File: config.mk
export PLATFORM = sky130hd
export DESIGN_NAME = skip_seq_counter
export DESIGN_NICKNAME = d
export VERILOG_FILES = /design/src/rtl/skip_seq_pkg.sv /design/src/rtl/skip_seq_control.sv /design/src/rtl/skip_seq_datapath.sv /design/src/rtl/skip_seq_counter.sv
export SDC_FILE = /design/constraint.sdc
export NUM_CORES = 1
export LEC_CHECK = 0
export BUFFER_PORTS_ARGS = -buffer_cell sky130_fd_sc_hd__buf_4
export CORE_AREA = 2 2 39 41
export CTS_BUF_LIST = sky130_fd_sc_hd__clkbuf_8
export DETAILED_ROUTE_END_ITERATION = 8
export DIE_AREA = 0 0 41 43
export PLACE_DENSITY = 0.39
export SYNTH_ARGS = -nofsm -noshare
export SYNTH_HDL_FRONTEND = slang
export SYNTH_HIERARCHICAL = 1
export SYNTH_SLANG_ARGS = --single-unit
File: constraint.sdc
create_clock -name clk -period 1.83 [get_ports clk]
set_input_delay 0.183 -clock clk [delete_from_list [all_inputs] [get_ports clk]]
set_output_delay 0.183 -clock clk [all_outputs]
set_load 0.01 [all_outputs]
File: src/rtl/skip_seq_pkg.sv
package skip_seq_pkg;

  localparam int STATE_W = 3;

  typedef logic [STATE_W-1:0] code_t;

  localparam code_t RESET_CODE = 3'b000;
  localparam code_t UNUSED_LO  = 3'b001;
  localparam code_t UNUSED_MID = 3'b100;
  localparam code_t UNUSED_HI  = 3'b111;

  // bit positions of the named state bits
  localparam int BIT_C = 2;
  localparam int BIT_B = 1;
  localparam int BIT_A = 0;

  typedef struct packed {
    logic clear;
    logic advance;
  } ctrl_strobe_t;

endpackage

File: src/rtl/skip_seq_control.sv
module skip_seq_control
  import skip_seq_pkg::*;
(
  input  logic         rst,
  input  logic         countEn,
  output ctrl_strobe_t strobes
);

  // reset wins over enable
  always_comb begin
    strobes.clear   = rst;
    strobes.advance = countEn & ~rst;
  end

endmodule

File: src/rtl/skip_seq_datapath.sv
module skip_seq_datapath
  import skip_seq_pkg::*;
(
  input  logic         clk,
  input  ctrl_strobe_t strobes,
  output code_t        stateOut,
  output logic         unusedOut
);

  code_t stateQ;
  code_t stateNext;
  code_t eqNext;
  logic  isUnused;

  // minimized next-state equations; unused codes fall out of the same logic
  always_comb begin
    eqNext[BIT_C] = stateQ[BIT_A];
    eqNext[BIT_B] = ~stateQ[BIT_B] | (~stateQ[BIT_A] & ~stateQ[BIT_C]);
    eqNext[BIT_A] = stateQ[BIT_B] & ~stateQ[BIT_C];
  end

  always_comb begin
    if (strobes.clear)        stateNext = RESET_CODE;
    else if (strobes.advance) stateNext = eqNext;
    else                      stateNext = stateQ;
  end

  always_ff @(posedge clk) begin
    stateQ <= stateNext;
  end

  always_comb begin
    unique case (stateQ)
      UNUSED_LO, UNUSED_MID, UNUSED_HI: isUnused = 1'b1;
      default:                          isUnused = 1'b0;
    endcase
  end

  assign stateOut  = stateQ;
  assign unusedOut = isUnused;

  // counts enabled steps taken while sitting on unused codes
  logic [1:0] unusedRun;
  always_ff @(posedge clk) begin
    if (strobes.clear || !isUnused) unusedRun <= 2'd0;
    else if (strobes.advance && unusedRun != 2'd3) unusedRun <= unusedRun + 2'd1;
  end

  p_reset_r1: assert property (@(posedge clk)
    strobes.clear |=> stateQ == RESET_CODE);

  p_hold_r2: assert property (@(posedge clk) disable iff (strobes.clear)
    (!strobes.clear && !strobes.advance) |=> $stable(stateQ));

  p_exit_lo_r4: assert property (@(posedge clk) disable iff (strobes.clear)
    (strobes.advance && stateQ == UNUSED_LO) |=> stateQ == 3'b110);

  p_exit_mid_r5: assert property (@(posedge clk) disable iff (strobes.clear)
    (strobes.advance && stateQ == UNUSED_MID) |=> stateQ == 3'b010);

  p_exit_hi_r6: assert property (@(posedge clk) disable iff (strobes.clear)
    (strobes.advance && stateQ == UNUSED_HI) |=> stateQ == UNUSED_MID);

  p_bounded_recovery_r8: assert property (@(posedge clk) disable iff (strobes.clear)
    isUnused |-> unusedRun < 2'd2);

endmodule

File: src/rtl/skip_seq_counter.sv
module skip_seq_counter
  import skip_seq_pkg::*;
(
  input  logic                clk,
  input  logic                rst,
  input  logic                countEn,
  output logic [STATE_W-1:0]  stateOut,
  output logic                unusedFlag
);

  ctrl_strobe_t strobes;
  code_t        stateW;
  logic         unusedW;

  skip_seq_control u_control (
    .rst     (rst),
    .countEn (countEn),
    .strobes (strobes)
  );

  skip_seq_datapath u_datapath (
    .clk       (clk),
    .strobes   (strobes),
    .stateOut  (stateW),
    .unusedOut (unusedW)
  );

  assign stateOut   = stateW;
  assign unusedFlag = unusedW;

endmodule

# == After elaboration in Yosys (flattened, before gate mapping) ==
# Cells that the tools add are included.
# totals
regBits,3
inputBits,3
output_inout_bits,4
elab_cells,14
# classes
n_eq_ne,3
muxes,1
bitwise,8
n_reduce_logical,1
# op_table
cell,count
$eq A3 B3 Y1 const B,2
$not A1 Y1,4
$and A1 B1 Y1,3
$eq A3 B1 Y1 const B,1
$reduce_or A3 Y1,1
$mux W1,1
$or A1 B1 Y1,1

# == Depth between registers and ports, before layout ==
# depth
ltp_word,3
mapped_depth,3
mapped_depth_nobuf,3

# == Hierarchy ==
# The synthesis kept the hierarchy.
# modules_own_cells
mod,instances,cells_each,area_each_um2
skip_seq_datapath,1,15,142.6
skip_seq_control,1,2,21.3

# == Worst setup path after synthesis ==
# Ideal clock, no wire load.
# synth_timing
kind,register -> output
from,"register u_datapath.stateQ[2], in the netlist u_datapath/stateOut[2]"
to,output unusedFlag
t_arrival_ns,0.712
t_required_ns,1.647
setup_slack_ns,0.935
path_stages_with_launch,3
path_buffers,0
cell_sequence,dfxtp_1 xnor2_1 o21ai_1
# synth_via
elab_chain_cells,3
word_cells_on_any_way,5
cone_classes,3 x eq/ne; 1 x mux; 1 x reduce/logical
# synth_lines
item,line,source
from (decl),skip_seq_datapath.sv:10,code_t stateQ;
from (signal assigned),skip_seq_datapath.sv:29,stateQ <= stateNext;
$eq A3 B1 Y1 / $eq A3 B3 Y1 (equally long branches),skip_seq_datapath.sv:33,unique case (stateQ)
$reduce_or A3 Y1 (*),skip_seq_datapath.sv:33,
$mux W1 (*),skip_seq_datapath.sv:33,
to (decl),skip_seq_counter.sv:8,output logic unusedFlag
# Every way passes the cells marked *; elsewhere a longest branch is shown, timed or not.

# == Worst setup path after layout ==
# layout_timing
from,"register u_datapath.stateQ[0], in the netlist u_datapath/stateOut[0]"
to,output unusedFlag
# Same word-level chain as after synthesis.

==> results.py <==
metrics = {
    "finish": {
        "final_nets": 29,
        "syn2layout_area_growth_pct": 58.02,
        "mostFrequentLayoutCells": "buf_4, clkbuf_8, dfxtp_1, nor2_1",
        "final_common_cell": "buf_4",
        "largest_reg_flops": 3,
        "drive_gt1_share_pct": 44.00,
        "antennaDiodeCount": 0,
    },
    "setup_path": {
        "crit_type": "reg -> out",
        "reg2reg_from": "u_datapath/stateOut[0]",
        "cp_cell_sequence": "xnor2_1 -> o21ai_1 -> buf_4",
        "crit_arrival_ps": 1000,
        "r2r_slack_ps": 1020,
        "cp_slowest_cell": "dfxtp_1",
        "required_ps": 1650,
        "critical_path.max_fanout": 6,
        "critPathMaxStageDelay_ps": 420,
        "cp-end-kind": "output port",
        "rr_worst_depth": 2,
        "startpoint": "u_datapath/stateOut[0]",
        "critPathLaunchType": "flip-flop",
    },
    "sta": {
        "timing.hold.ws_ps": 179.7,
        "hold_viol_final": 0,
        "slew_violations": 0,
        "min_period_over_period_pct": 64.42,
        "fin_skew_ps": 2.389,
        "worst_pin_slew_ps": 216.5,
        "slew_headroom_pct": 85.54,
        "tns_ps": 0,
        "grt_setup_unrepaired": "false",
        "max_freq_ghz": 0.8483,
        "setup_viol": 0,
        "fin_crit_ps": 1179,
    },
    "pwr": {
        "p_leak_nw": 0.1234,
        "power.share.sequential_pct": 25.6,
        "comb_power_share_pct": 7.1,
        "pwr-share-clk_pct": 67.3,
        "peakVddDrop_mv": 0.2712,
        "netSwitchingPower_w": 0.00005789,
        "internal_power_w": 0.0002226,
        "power_density_nw_per_um2": 1083,
        "netSwitchingFraction_pct": 20.64,
    },
    "synth": {
        "synth-xor-area-share_pct": 5.344,
        "synth_top_area_cell": "dfxtp_1",
        "synth_cell_type_count": 13,
        "yosys-top-cells-area": "dfxtp_1, buf_4, nor2b_4",
        "synth-simple-area-share_pct": 30.53,
        "synth-seq-cells": 3,
        "syn_area_sq_um": 163.9,
        "synth.yosys.warnings": 6,
        "syn-num-nets": 20,
        "synth_compound_area_share_pct": 12.21,
        "synth_top_area_share_pct": 36.64,
        "synthAdderAreaFrac_pct": 0,
        "synthCells": 17,
        "synth_top_family_by_area": "simple AND/OR/NAND/NOR gates",
        "seq_area_frac_synth_pct": 36.64,
        "synth.avg_cell_area_sq_um": 9.642,
        "synth.area.mux_share_pct": 6.107,
    },
    "route": {
        "routed_wl_um": 345,
        "vias": 145,
        "wl_per_cell_um": 8.415,
        "firstDrtPassIters": 4,
        "ant_nets": 0,
        "viasPerCell": 3.537,
        "drt_iter0_markers": 5,
        "route.detailed.drc": 0,
    },
    "worst_hold_path": {
        "min_path_cells": 2,
        "min_path_type": "in -> reg",
        "min_from": "rst",
    },
    "die": {
        "dieWidth_um": 41,
        "ios": 7,
        "rows": 14,
        "dieHeight_um": 43,
        "start_util_pct": 11.84,
        "fp.coreArea_sq_um": 1384,
        "die-area_sq_um": 1763,
    },
    "clocking": {
        "cts_resized": 0,
        "cts_tree": "built",
        "numCtsBuffers": 3,
        "clkLatencyLatePin_ps": 220,
        "post_cts_buffers": 0,
        "cts_sinks": 3,
        "cts_root_buf": "clkbuf_8",
        "cts.clk_slew.worst_paths_ps": 30,
        "h-tree-depth": 1,
        "postCtsHoldBufs": 0,
        "clk_path_buf_depth": 2,
    },
    "global_routing": {
        "grt_pass1_vias": 137,
        "use_met3_pct": 3.141,
        "grt_pass1_wl_um": 579,
        "grt_max_degree": 7,
        "use_met1_pct": 6.410,
        "antenna_found_initial": 0,
        "grt_busiest_layer": "met4",
        "grt_overflow_total": 0,
        "met2_usage_pct": 5.313,
        "grt_use_total_pct": 5.517,
    },
    "flow_run": {
        "maxCapViolations": 0,
    },
    "placed_design": {
        "io_buffers": 6,
        "routabilityCongestion": 0.5655,
    },
    "outcome": {
        "status": "finished clean",
    },
}
-- per-layer routing --
layer	share of wire, %	wire [um]
met5	0	0
met4	0	0
met3	9.6	33
met2	37	126
met1	54	185
-- cells by family (layout without fill, tap and decap cells) --
family / Yosys count / after routing
flip-flops: 3 / 3
XOR/XNOR: 1 / 1
buffers and inverters: 2 / 10
AND/OR/NAND/NOR: 7 / 7
multiplexers: 1 / 1
AO/OA/AOI/OAI: 3 / 3
-- power by group through the flow --
stage	clock, W	combinational (W)	sequential (W)
2_1_floorplan	0	0.0000118	0.0000728
3_3_place_gp	0	0.0000194	0.0000725
3_5_place_dp	0	0.0000198	0.0000727
4_1_cts	0.000193	0.0000199	0.0000718
5_1_grt	0.000203	0.0000217	0.0000727
6_report	0.000189	0.0000198	0.0000718
-- cell type report --
class | count | area [sq um]
fillers | 156 | 1125
multi-input cells | 12 | 88.84
flip-flops and latches | 3 | 60.06
repair buffers | 6 | 45.04
clock buffers | 3 | 41.29
well taps | 16 | 20.02
clock inverters | 1 | 3.754
-- critical path: cells and delay by family (launching register included) --
| kind | cells | cell delay (ps) |
|---|---|---|
| DFF | 1 | 420 |
| AOI/OAI and AO/OA | 1 | 70 |
| buffers and inverters | 1 | 140 |
| xor gates and xnor gates | 1 | 140 |
-- worst paths after layout --
check	to
max	unusedFlag
min	u_datapath/stateOut[1]
max reg2reg	u_datapath/stateOut[1]
min reg2reg	u_datapath/stateOut[0]
-- Yosys cell counts --
library cell and instances:
o21ai_1 1, mux2i_1 1, o211a_1 1, xnor2_1 1, nor2_1 2, dfxtp_1 3, buf_4 2, nand2b_1 1
nor2b_4 1, nand3b_1 1, nand3_1 1, nor3_2 1, a21oi_1 1
-- stage by stage --
stage | power [W] | instances | worst slack [ps] | instance area [sq um] | utilization, %
3_3_place_gp | 0.00009185 | 37 | 896.7 | 214.0 | 15.46
5_1_grt | 0.0002976 | 41 | 528.0 | 259.0 | 18.72
3_5_place_dp | 0.00009249 | 37 | 870.4 | 214.0 | 15.46
4_1_cts | 0.0002845 | 41 | 638.0 | 259.0 | 18.72
6_report | 0.0002804 | 41 | 651.1 | 259.0 | 18.72
2_1_floorplan | 0.00008459 | 17 | 934.8 | 163.9 | -
Note: power is estimated with default switching activity, not from simulation.
